==> src/rtl/smon_pkg.sv <==
package smon_pkg;
  localparam int unsigned NUM_ERR = 4;

  // bit positions inside the error vector
  localparam int unsigned IDX_WITHDRAW = 0;
  localparam int unsigned IDX_UNSTABLE = 1;
  localparam int unsigned IDX_RDY_TIE  = 2;
  localparam int unsigned IDX_VLD_TIE  = 3;

  typedef struct packed {
    logic               dep_warn;
    logic [NUM_ERR-1:0] err;
  } hits_t;

  localparam int unsigned HITS_W = $bits(hits_t);
endpackage

==> src/rtl/smon_history.sv <==
module smon_history #(
  parameter int unsigned DATA_W = 8
) (
  input  logic              clk_i,
  input  logic              rst_ni,
  input  logic [DATA_W-1:0] data_i,
  input  logic              vld_i,
  input  logic              rdy_i,
  output logic              armed_o,
  output logic              vld_q_o,
  output logic              rdy_q_o,
  output logic [DATA_W-1:0] data_q_o
);
  logic              armed_d, armed_q;
  logic              vld_d, vld_q;
  logic              rdy_d, rdy_q;
  logic              data_en;
  logic [DATA_W-1:0] data_d, data_q;

  // next state: armed goes high after the first edge out of reset
  always_comb begin
    armed_d = 1'b1;
    vld_d   = vld_i;
    rdy_d   = rdy_i;
    data_en = vld_i;
    data_d  = data_i;
  end

  always_ff @(posedge clk_i or negedge rst_ni) begin
    if (!rst_ni) begin
      armed_q <= 1'b0;
      vld_q   <= 1'b0;
      rdy_q   <= 1'b0;
    end else begin
      armed_q <= armed_d;
      vld_q   <= vld_d;
      rdy_q   <= rdy_d;
    end
  end

  // payload is only compared when valid was high, so capture only then
  always_ff @(posedge clk_i or negedge rst_ni) begin
    if (!rst_ni) begin
      data_q <= '0;
    end else if (data_en) begin
      data_q <= data_d;
    end
  end

  assign armed_o  = armed_q;
  assign vld_q_o  = vld_q;
  assign rdy_q_o  = rdy_q;
  assign data_q_o = data_q;
endmodule

==> src/rtl/smon_rules.sv <==
module smon_rules
  import smon_pkg::*;
#(
  parameter int unsigned DATA_W     = 8,
  parameter bit          ALWAYS_RDY = 1'b0,
  parameter bit          ALWAYS_VLD = 1'b0
) (
  input  logic              armed_i,
  input  logic              vld_q_i,
  input  logic              rdy_q_i,
  input  logic [DATA_W-1:0] data_q_i,
  input  logic              vld_i,
  input  logic              rdy_i,
  input  logic [DATA_W-1:0] data_i,
  output hits_t             hits_o
);
  logic stalled;
  logic rdy_tie_hit;
  logic vld_tie_hit;

  // previous cycle offered data that the consumer did not take
  assign stalled = armed_i & vld_q_i & ~rdy_q_i;

  generate
    if (ALWAYS_RDY) begin : g_rdy_tied
      assign rdy_tie_hit = armed_i & ~rdy_i;
    end else begin : g_rdy_free
      assign rdy_tie_hit = 1'b0;
    end
    if (ALWAYS_VLD) begin : g_vld_tied
      assign vld_tie_hit = armed_i & ~vld_i;
    end else begin : g_vld_free
      assign vld_tie_hit = 1'b0;
    end
  endgenerate

  always_comb begin
    hits_o                    = '0;
    hits_o.err[IDX_WITHDRAW]  = stalled & ~vld_i;
    hits_o.err[IDX_UNSTABLE]  = stalled & vld_i & (data_i != data_q_i);
    hits_o.err[IDX_RDY_TIE]   = rdy_tie_hit;
    hits_o.err[IDX_VLD_TIE]   = vld_tie_hit;
    hits_o.dep_warn           = armed_i & ~vld_q_i & rdy_q_i & vld_i & rdy_i;
  end
endmodule

==> src/rtl/smon_sticky.sv <==
module smon_sticky #(
  parameter int unsigned N = 5
) (
  input  logic         clk_i,
  input  logic         rst_ni,
  input  logic [N-1:0] set_i,
  output logic [N-1:0] flag_o
);
  generate
    for (genvar g = 0; g < N; g++) begin : g_flag
      logic flag_d, flag_q, flag_en;

      always_comb begin
        flag_en = set_i[g] & ~flag_q;
        flag_d  = 1'b1;
      end

      always_ff @(posedge clk_i or negedge rst_ni) begin
        if (!rst_ni) begin
          flag_q <= 1'b0;
        end else if (flag_en) begin
          flag_q <= flag_d;
        end
      end

      assign flag_o[g] = flag_q;
    end
  endgenerate
endmodule

==> src/rtl/smon_xfer_count.sv <==
module smon_xfer_count #(
  parameter int unsigned CNT_W = 32
) (
  input  logic             clk_i,
  input  logic             rst_ni,
  input  logic             inc_i,
  output logic [CNT_W-1:0] cnt_o
);
  logic [CNT_W-1:0] cnt_d, cnt_q;
  logic             cnt_en;

  always_comb begin
    cnt_en = inc_i;
    cnt_d  = cnt_q + {{(CNT_W-1){1'b0}}, 1'b1};
  end

  always_ff @(posedge clk_i or negedge rst_ni) begin
    if (!rst_ni) begin
      cnt_q <= '0;
    end else if (cnt_en) begin
      cnt_q <= cnt_d;
    end
  end

  assign cnt_o = cnt_q;
endmodule

==> src/rtl/stream_rule_monitor.sv <==
module stream_rule_monitor
  import smon_pkg::*;
#(
  parameter int unsigned DATA_W     = 8,
  parameter bit          ALWAYS_RDY = 1'b0,
  parameter bit          ALWAYS_VLD = 1'b0,
  parameter int unsigned CNT_W      = 32
) (
  input  logic              clk_i,
  input  logic              rst_ni,
  input  logic [DATA_W-1:0] data_i,
  input  logic              vld_i,
  input  logic              rdy_i,
  output logic              err_withdraw_o,
  output logic              err_unstable_o,
  output logic              err_rdy_tie_o,
  output logic              err_vld_tie_o,
  output logic              err_any_o,
  output logic              warn_dep_o,
  output logic [CNT_W-1:0]  xfer_cnt_o
);
  logic              armed;
  logic              vld_q;
  logic              rdy_q;
  logic [DATA_W-1:0] data_q;
  hits_t             hits;
  hits_t             flags;

  smon_history #(.DATA_W(DATA_W)) u_hist (
    .clk_i    (clk_i),
    .rst_ni   (rst_ni),
    .data_i   (data_i),
    .vld_i    (vld_i),
    .rdy_i    (rdy_i),
    .armed_o  (armed),
    .vld_q_o  (vld_q),
    .rdy_q_o  (rdy_q),
    .data_q_o (data_q)
  );

  smon_rules #(
    .DATA_W     (DATA_W),
    .ALWAYS_RDY (ALWAYS_RDY),
    .ALWAYS_VLD (ALWAYS_VLD)
  ) u_rules (
    .armed_i  (armed),
    .vld_q_i  (vld_q),
    .rdy_q_i  (rdy_q),
    .data_q_i (data_q),
    .vld_i    (vld_i),
    .rdy_i    (rdy_i),
    .data_i   (data_i),
    .hits_o   (hits)
  );

  smon_sticky #(.N(HITS_W)) u_sticky (
    .clk_i  (clk_i),
    .rst_ni (rst_ni),
    .set_i  (hits),
    .flag_o (flags)
  );

  smon_xfer_count #(.CNT_W(CNT_W)) u_cnt (
    .clk_i  (clk_i),
    .rst_ni (rst_ni),
    .inc_i  (vld_i & rdy_i),
    .cnt_o  (xfer_cnt_o)
  );

  assign err_withdraw_o = flags.err[IDX_WITHDRAW];
  assign err_unstable_o = flags.err[IDX_UNSTABLE];
  assign err_rdy_tie_o  = flags.err[IDX_RDY_TIE];
  assign err_vld_tie_o  = flags.err[IDX_VLD_TIE];
  assign err_any_o      = |flags.err;
  assign warn_dep_o     = flags.dep_warn;
endmodule

==> config.mk <==
export PLATFORM = sky130hd
export DESIGN_NAME = stream_rule_monitor
export DESIGN_NICKNAME = d
export VERILOG_FILES = /design/src/rtl/smon_pkg.sv /design/src/rtl/smon_history.sv /design/src/rtl/smon_rules.sv /design/src/rtl/smon_sticky.sv /design/src/rtl/smon_xfer_count.sv /design/src/rtl/stream_rule_monitor.sv
export SDC_FILE = /design/constraint.sdc
export NUM_CORES = 1
export LEC_CHECK = 0
export BUFFER_PORTS_ARGS = -buffer_cell sky130_fd_sc_hd__buf_2
export CAP_MARGIN = 20
export CORE_MARGIN = 8
export CORE_UTILIZATION = 57
export DETAILED_ROUTE_END_ITERATION = 6
export GPL_ROUTABILITY_DRIVEN = 0
export PLACE_DENSITY = 0.95
export SLEW_MARGIN = 10
export SYNTH_ARGS = -nofsm -noshare
export SYNTH_HDL_FRONTEND = slang
export SYNTH_SLANG_ARGS = --single-unit
==> constraint.sdc <==
create_clock -name clk_i -period 3 [get_ports clk_i]
set_input_delay 0.15 -clock clk_i [delete_from_list [all_inputs] [get_ports clk_i]]
set_output_delay 0.15 -clock clk_i [all_outputs]
set_load 0.05 [all_outputs]
---- Word-level counts from Yosys, hierarchy flattened ----
Index checks and enable logic that the tools add are counted.
operators by class
  $add $sub $neg .......................... 1
  equal/unequal tests ..................... 1
  bitwise gates (word level) .............. 19
  reduce and logical (&&, ||, !) cells .... 1
operators with widths
  kind                                            count
  adder 32 x 1 -> 32 bit (second input constant)  1
  AND 1 bit                                       13
  != test 8 bit                                   1
  inverter 1 bit                                  6
  OR reduction 2 bit                              1
storage, ports and cells
  register bits after elaboration ......... 46
  input bits .............................. 12
  output and inout bits ................... 38
  logic and storage cells ................. 30

---- Longest topological paths before layout ----
Gate-level depths: netlist (run 1).
  depth after elaboration ................. 6
  mapped depth ............................ 5
  mapped depth without buffers ............ 5

---- By module ----
From an unflattened synthesis (run 1), not the netlist that was laid out.
second synthesis, totals
  cells, all modules ...................... 180
  area total of the unflattened synthesis .. 2,203.4 um^2
by module, submodules not included
  module               instances  cells each  area each (um^2)  seq. area each (um^2)
  smon_xfer_count      1          123         1,448.9           800.8
  smon_history         1          21          410.4             275.3
  smon_sticky          1          15          193.9             125.1
  smon_rules           1          19          136.4             0.0
  stream_rule_monitor  1          2           13.8              0.0

---- Worst setup path after synthesis (run 1) ----
No wires, ideal clock.
  path kind ............................... reg-to-reg
  start ................................... register u_cnt.cnt_q[7] (netlist: u_cnt.cnt_o[7])
  end ..................................... register u_cnt.cnt_q[24] (netlist: u_cnt.cnt_o[24])
  setup time .............................. 0.144 ns
  arrival ................................. 1.682 ns
  path slack .............................. 1.174 ns
  stages on the path, launching flop included .. 6
  path buffers ............................ 1
  cells stage by stage .................... dfrtp_1 -> nand4_4 -> nor4_4 -> buf_6 -> nand4_1 -> xnor2_1
between the ends
  longest elaborated chain between the ends .. 1
RTL lines
  element                 RTL line               text
  start, declared         smon_xfer_count.sv:9   logic [CNT_W-1:0] cnt_d, cnt_q;
  start signal, assigned  smon_xfer_count.sv:21  cnt_q <= cnt_d;
  adder 32 x 1 -> 32 bit  smon_xfer_count.sv:14  cnt_d = cnt_q + {{(CNT_W-1){1'b0}}, 1'b1};
Every way passes these cells.
A chain may end at the register's enable or synchronous reset.

---- Final worst setup path (run 1) ----
  start ................................... register u_cnt.cnt_q[6] (netlist: u_cnt.cnt_o[6])
  end ..................................... register u_cnt.cnt_q[24] (netlist: u_cnt.cnt_o[24])
Same word-level chain as after synthesis.

==> impl_metrics.py, run 1 <==
metrics = {
    "status": {
        "outcome": "finished clean",
    },
    "synth": {
        "synthFlopType": "dfrtp_1",
        "syn_area_um2": 2100,
        "synth_top_cell_area_share": 0.549,
        "synth_top_cells_by_area": "dfrtp_1 (55%), xnor2_1 (10%), xor2_1 (5.8%)",
        "yosys_warnings": 0,
        "synthArstFlopShare": 1.00,
        "synth_cells": 171,
        "synth_seq_cells": 46,
        "synth_seq_area_share": 0.549,
        "synthDistinctLibCells": 29,
        "synth_area_per_cell_um2": 12.3,
        "synth_edf_count": 0,
        "synth_top_area_cell": "dfrtp_1",
    },
    "placement": {
        "hpwl_um": 3230,
        "dp_cells": 263,
        "io_buffers": 47,
        "postPlaceCellArea_um2": 2370,
    },
    "setup_path": {
        "regToRegEndpoint": "u_cnt.cnt_o[24]",
        "end_kind": "register",
        "crit_required_ns": 3.19,
        "r2r-start": "u_cnt.cnt_o[6]",
        "worstPathMaxFanout": 11,
        "rrSetupSlack_ns": 1.26,
        "arrival_ns": 1.94,
        "critPathBufInv": 0,
        "cp_top_family": "simple AND/OR/NAND/NOR gates",
        "cp-start-kind": "register",
        "critical-path-slowest-cell": "nor4_4",
        "critPathKind": "reg2reg",
        "r2r_cells": 4,
        "path_cells": "nand4_4 -> nor4_4 -> nand4_1 -> xnor2_1",
        "max_stage_delay_ns": 0.59,
    },
    "floorplanning": {
        "fp.dieH_um": 76.7,
        "dieArea_um2": 5880,
        "fp.dieW_um": 76.7,
        "core_area_um2": 3610,
        "pin_count": 50,
        "start_util": 0.582,
        "row_count": 22,
    },
    "timing": {
        "fmax_mhz": 574,
        "period_share": 0.581,
        "slew_headroom": 0.347,
        "worst_slew_pin_slew_ns": 0.979,
        "skew_ns": 0.00785,
        "setup_tns_ns": 0,
        "timing.final.hold_violations": 0,
        "setup-violations-final": 0,
        "period_needed_ns": 1.74,
        "rsz0062_at_grt": "no",
        "final_max_slew_viol_count": 0,
    },
    "route": {
        "via_count": 1467,
        "vias_per_cell": 5.41,
        "wirelength_um": 4280,
        "firstDrtPassIters": 4,
        "drc_errors": 0,
        "drt_iter0_drc": 100,
        "ant_nets": 0,
        "wire_per_inst_um": 15.8,
    },
    "layout": {
        "antenna_cells": 0,
        "fin_area_um2": 2480,
        "drive_above_1_share": 0.332,
        "fin_nets": 235,
        "fillers": 247,
        "finish.utilization": 0.687,
        "area_growth_pct": 18.0,
        "layoutNonFillerInstCount": 271,
    },
    "power": {
        "netSwitchingPower_uw": 495,
        "p_leak_nw": 1.22,
        "seqPwrFrac": 0.496,
        "p_comb_frac": 0.209,
        "p_int_mw": 1.01,
        "pwr-share-clk": 0.295,
        "switching_share": 0.330,
        "powerDensity_nw_per_um2": 606,
        "ir_drop_mv": 0.539,
    },
    "job": {
        "maxCapViolations": 0,
    },
    "clocking": {
        "hold_buffers": 0,
        "path_clk_slew_ns": 0.08,
        "clock_latency_ns": 0.30,
        "cts_tree": "built",
        "cts_resized": 0,
        "cts_buffers": 5,
        "root_buffer": "clkbuf_8",
        "cts_sinks": 46,
        "htreeDepth": 2,
        "post_cts_buffers": 0,
        "cts_buffer_depth": 2,
    },
    "global_routing": {
        "grt_pass1_vias": 1548,
        "grt_pass1_wl_um": 7340,
        "grt_use_total": 0.156,
        "grt_antenna_before_repair": 0,
        "grt_overflow_total": 0,
        "grt_max_degree": 47,
    },
    "hold_path": {
        "hold_path.class": "in2async",
    },
}
-- sequential cells by signal, summed over array words and instances, names as in the netlist --
name                    flops
u_cnt.cnt_o                32
u_hist.data_q_o             8
u_hist.vld_q_o              1
u_hist.armed_o              1
u_hist.rdy_q_o              1
u_sticky.g_flag.flag_q      3
-- layer usage --
layer,GRT usage,wire [µm],up-vias
met5,0,0,-
met4,0.0904,76,0
met3,0.0571,284,7
met2,0.258,2210,43
met1,0.166,1710,724
li1,-,-,693
-- worst max-delay path by stage --
stage	to	slack [ns]	depth (start not counted)	start
global placement	u_cnt.cnt_o[25]	1.38	4	u_cnt.cnt_o[7]
finish	u_cnt.cnt_o[24]	1.26	4	u_cnt.cnt_o[6]
detailed placement	u_cnt.cnt_o[24]	1.27	4	u_cnt.cnt_o[8]
CTS	u_cnt.cnt_o[24]	1.25	4	u_cnt.cnt_o[6]
global route	u_cnt.cnt_o[19]	1.10	4	u_cnt.cnt_o[6]
floorplan	u_cnt.cnt_o[24]	1.17	5	u_cnt.cnt_o[7]
-- cell usage in the layout (no fill, tap or decap) --
cell / count
bufinv_16: 1
and4_1: 2
nand3_2: 1
nand4_1: 15
mux2_2: 9
clkinv_2: 2
inv_1: 2
xor2_1: 14
nor3_1: 4
nor4_4: 2
buf_2: 47
nor4_1: 3
nand3_1: 8
dfrtp_1: 46
nand4_4: 2
xnor2_1: 25
nor3_2: 1
nand2_1: 16
and3_2: 1
and2_1: 1
and3_1: 2
nor3_4: 1
clkbuf_8: 5
nor2_1: 5
or2_2: 1
conb_1: 3
o21bai_1: 1
o31ai_1: 1
ha_1: 1
a31o_2: 1
-- synth_stat cells, types with 3 or more instances --
| cell | instances |
|---|---|
| dfrtp_1 | 46 |
| mux2_2 | 9 |
| nand2_1 | 16 |
| nand3_1 | 8 |
| nand4_1 | 15 |
| nor2_1 | 5 |
| nor3_1 | 4 |
| nor4_1 | 3 |
| xnor2_1 | 25 |
| xor2_1 | 14 |
-- power by group through the flow --
stage | clock [mW] | combinational (mW) | sequential [mW]
6_report | 0.442 | 0.314 | 0.745
5_1_grt | 0.481 | 0.334 | 0.755
4_1_cts | 0.451 | 0.318 | 0.744
3_5_place_dp | 0 | 0.317 | 0.756
3_3_place_gp | 0 | 0.310 | 0.750
2_1_floorplan | 0 | 0.0941 | 0.884
-- area by class of cell --
cell class,count,area [µm²],area share
timing repair buffer,47,235,0.0950
inverter,2,7.51,0.00303
clock buffer,5,68.8,0.0278
multi-input combinational,120,913,0.369
tap,48,60.1,0.0243
clock inverter,3,40.0,0.0162
sequential,46,1150,0.465
-- kinds of logic after synthesis --
kind of cell    after synthesis  synth area share
simple gates                 65             0.202
flops                        46             0.549
xor+xnor                     39             0.163
mux                           9            0.0483
buf+inv                       6            0.0179
compound gates                3            0.0113
other cells                   2           0.00358
fa+ha+maj                     1           0.00596
-- through the flow --
step	hold WS, ns	power, mW	setup WS, ns
after global routing	0.0264	1.57	1.10
after global placement	0.329	1.06	1.38
after CTS	0.0288	1.51	1.25
after detailed placement	0.345	1.07	1.27
after floorplan	-0.146	0.978	1.17
final	0.00873	1.50	1.26
No activity file was read; power rests on OpenSTA's default activity.
==> run 2, diff against run 1 <==
ABC_AREA = 1   (was unset)
CORE_UTILIZATION = 55   (was 57)
PLACE_DENSITY = 0.91   (was 0.95)
clock period = 1.75 ns   (was 3 ns; I/O delays follow)
==> run 2 against run 1 <==
  * Combinational power up 130%
  * Routed wire length up 36%
  * Critical endpoint is now u_cnt.cnt_o[26]
  * Die area increased by 20%
  * Largest power group unchanged
  * Highest routed layer unchanged
==> impl_metrics.py, run 2 <==
metrics = {
    "floorplanning": {
        "pin_count": 50,
        "start_util": 0.576,
        "core_area_um2": 4410,
        "dieArea_um2": 7050,
        "row_count": 24,
        "fp.dieH_um": 84.0,
        "fp.dieW_um": 84.0,
    },
    "layout": {
        "area_growth_pct": 17.9,
        "fin_nets": 377,
        "drive_above_1_share": 0.247,
        "layout_common_cells": "nand2_1 (96), buf_2 (47), dfrtp_1 (46), inv_1 (40)",
        "largest_register_ffs": 32,
        "final_common_cell": "nand2_1",
        "antenna_cells": 0,
    },
    "clocking": {
        "root_buffer": "clkbuf_8",
        "path_clk_slew_ns": 0.09,
        "post_cts_buffers": 0,
        "clock_latency_ns": 0.30,
        "cts_buffers": 5,
        "cts_tree": "built",
        "htreeDepth": 2,
        "cts_resized": 0,
        "cts_buffer_depth": 2,
        "cts_sinks": 46,
    },
    "power": {
        "total_power_mw": 2.99,
        "p_leak_nw": 1.58,
        "ir_drop_mv": 0.960,
        "powerDensity_nw_per_um2": 997,
    },
    "timing": {
        "worst_slew_pin_slew_ns": 0.576,
        "final_max_slew_viol_count": 0,
        "setup-violations-final": 0,
        "period_needed_ns": 1.48,
        "rsz0062_at_grt": "no",
        "setup_slack_ns": 0.271,
        "setup_tns_ns": 0,
        "timing.hold.ws_ns": 0.00620,
        "skew_ns": 0.00517,
        "timing.final.hold_violations": 0,
        "period_share": 0.845,
        "fmax_mhz": 676,
        "slew_headroom": 0.616,
    },
    "route": {
        "drc_errors": 0,
        "via_count": 2164,
        "ant_nets": 0,
        "vias_per_cell": 5.19,
        "wirelength_um": 5840,
        "firstDrtPassIters": 4,
        "drt_iter0_drc": 117,
        "wire_per_inst_um": 14.0,
    },
    "synth": {
        "yosys.cell_count.top_type": "nand2_1",
        "synth_seq_cells": 46,
        "yosys_warnings": 0,
        "synth_common_cells": "nand2_1 (96), dfrtp_1 (46), inv_1 (40)",
        "syn_area_um2": 2540,
        "synthArstFlopShare": 1.00,
        "synth_edf_count": 0,
        "synthFlopType": "dfrtp_1",
        "synth_top_cell_area_share": 0.453,
        "synthDistinctLibCells": 26,
        "synth_cells": 309,
        "synth_area_per_cell_um2": 8.22,
        "synth_top_area_cell": "dfrtp_1",
        "synth_seq_area_share": 0.453,
        "synth_top_cells_by_area": "dfrtp_1 (45%), nand2_1 (14%), inv_1 (5.9%)",
    },
    "hold_path": {
        "hold_path.class": "in2reg",
        "holdCritStartpoint": "data_i[6]",
    },
    "global_routing": {
        "grt_max_degree": 47,
        "grt_overflow_total": 0,
        "grt_pass1_wl_um": 10300,
        "grt_antenna_before_repair": 0,
        "grt_use_total": 0.175,
        "grt_pass1_vias": 2188,
    },
    "setup_path": {
        "path_common_cell": "nand2_1",
        "max_stage_delay_ns": 0.41,
        "crit_required_ns": 1.95,
        "worstPathMaxFanout": 5,
        "critical-path-slowest-cell": "dfrtp_1",
        "end_kind": "register",
        "crit_start": "u_cnt.cnt_o[1]",
        "path_cells": "ha_1 -> nand3_2 -> nor2_2 -> nand2_1 -> nor2_2 -> nand3_1 -> nand2_1 -> nand2_1",
        "r2r-start": "u_cnt.cnt_o[1]",
        "cp-start-kind": "register",
        "critPathKind": "reg2reg",
        "arrival_ns": 1.68,
    },
    "status": {
        "outcome": "finished clean",
    },
    "placement": {
        "dp_slack_ns": 0.320,
        "hpwl_um": 4220,
        "io_buffers": 47,
    },
    "job": {
        "maxCapViolations": 0,
    },
}
==> run 2: cells by family after synthesis <==
group           share of synthesized area
xor+xnor                           0.0926
compound gates                    0.00492
simple gates                        0.372
other cells                       0.00296
flops                               0.453
fa+ha+maj                         0.00492
buf+inv                            0.0699
==> run 2: path summary, 6_finish.rpt <==
path / to / cells past startpoint / slack [ns]
min in group asynchronous: u_cnt.cnt_o[0] / 3 / 0.40
setup / recovery: u_cnt.cnt_o[26] / 8 / 0.27
hold reg to reg: u_sticky.g_flag[4].flag_q / 1 / 0.46
setup reg to reg: u_cnt.cnt_o[26] / 8 / 0.27
hold / removal: u_hist.data_q_o[6] / 3 / 0.006
max in group asynchronous: u_cnt.cnt_o[6] / 3 / 0.97
==> run 2: metal layers <==
layer | track usage | vias to the layer above | wire length [µm]
met5 | 0 | - | 0
met4 | 0.0832 | 0 | 180
met3 | 0.0439 | 17 | 287
met1 | 0.207 | 1026 | 2470
li1 | - | 1059 | -
met2 | 0.291 | 62 | 2900
==> run 2: repair_timing <==
| action | 4_1_cts | 5_1_grt |
|---|---|---|
| endpoints found under the hold margin | 47 | 0 |
| hold buffers | 2 | 0 |
| setup endpoints to repair | 0 | 0 |
==> run 2: power breakdown <==
part	internal, mW	leakage [nW]	switching (mW)	total [mW]
Clock	0.609	0.0714	0.370	0.979
Combinational	0.179	0.944	0.543	0.723
Sequential	1.16	0.569	0.124	1.29
==> run 2: cell type report <==
cell class | count | area, µm²
well taps | 52 | 65.1
multi-input cells | 219 | 1220
fillers | 335 | 1420
inverters | 42 | 158
clock inverters | 2 | 60.1
clock buffers | 6 | 82.6
flip-flops and latches | 46 | 1150
repair buffers | 50 | 263
==> run 2: metrics by stage <==
stage / area [µm²] / instances / utilization
final: 3000 / 417 / 0.679
after global routing: 3000 / 417 / 0.679
after CTS: 3000 / 417 / 0.679
after detailed placement: 2830 / 407 / 0.642
after global placement: 2830 / 407 / 0.642
after floorplan: 2540 / 310 / -
==> run 2: worst max-delay path, delay by kind of cell (launching register included) <==
family                   cells  cell delay, ns
adder cells (fa/ha/maj)      1            0.24
AND/OR/NAND/NOR              7            0.73
flip-flops                   1            0.41
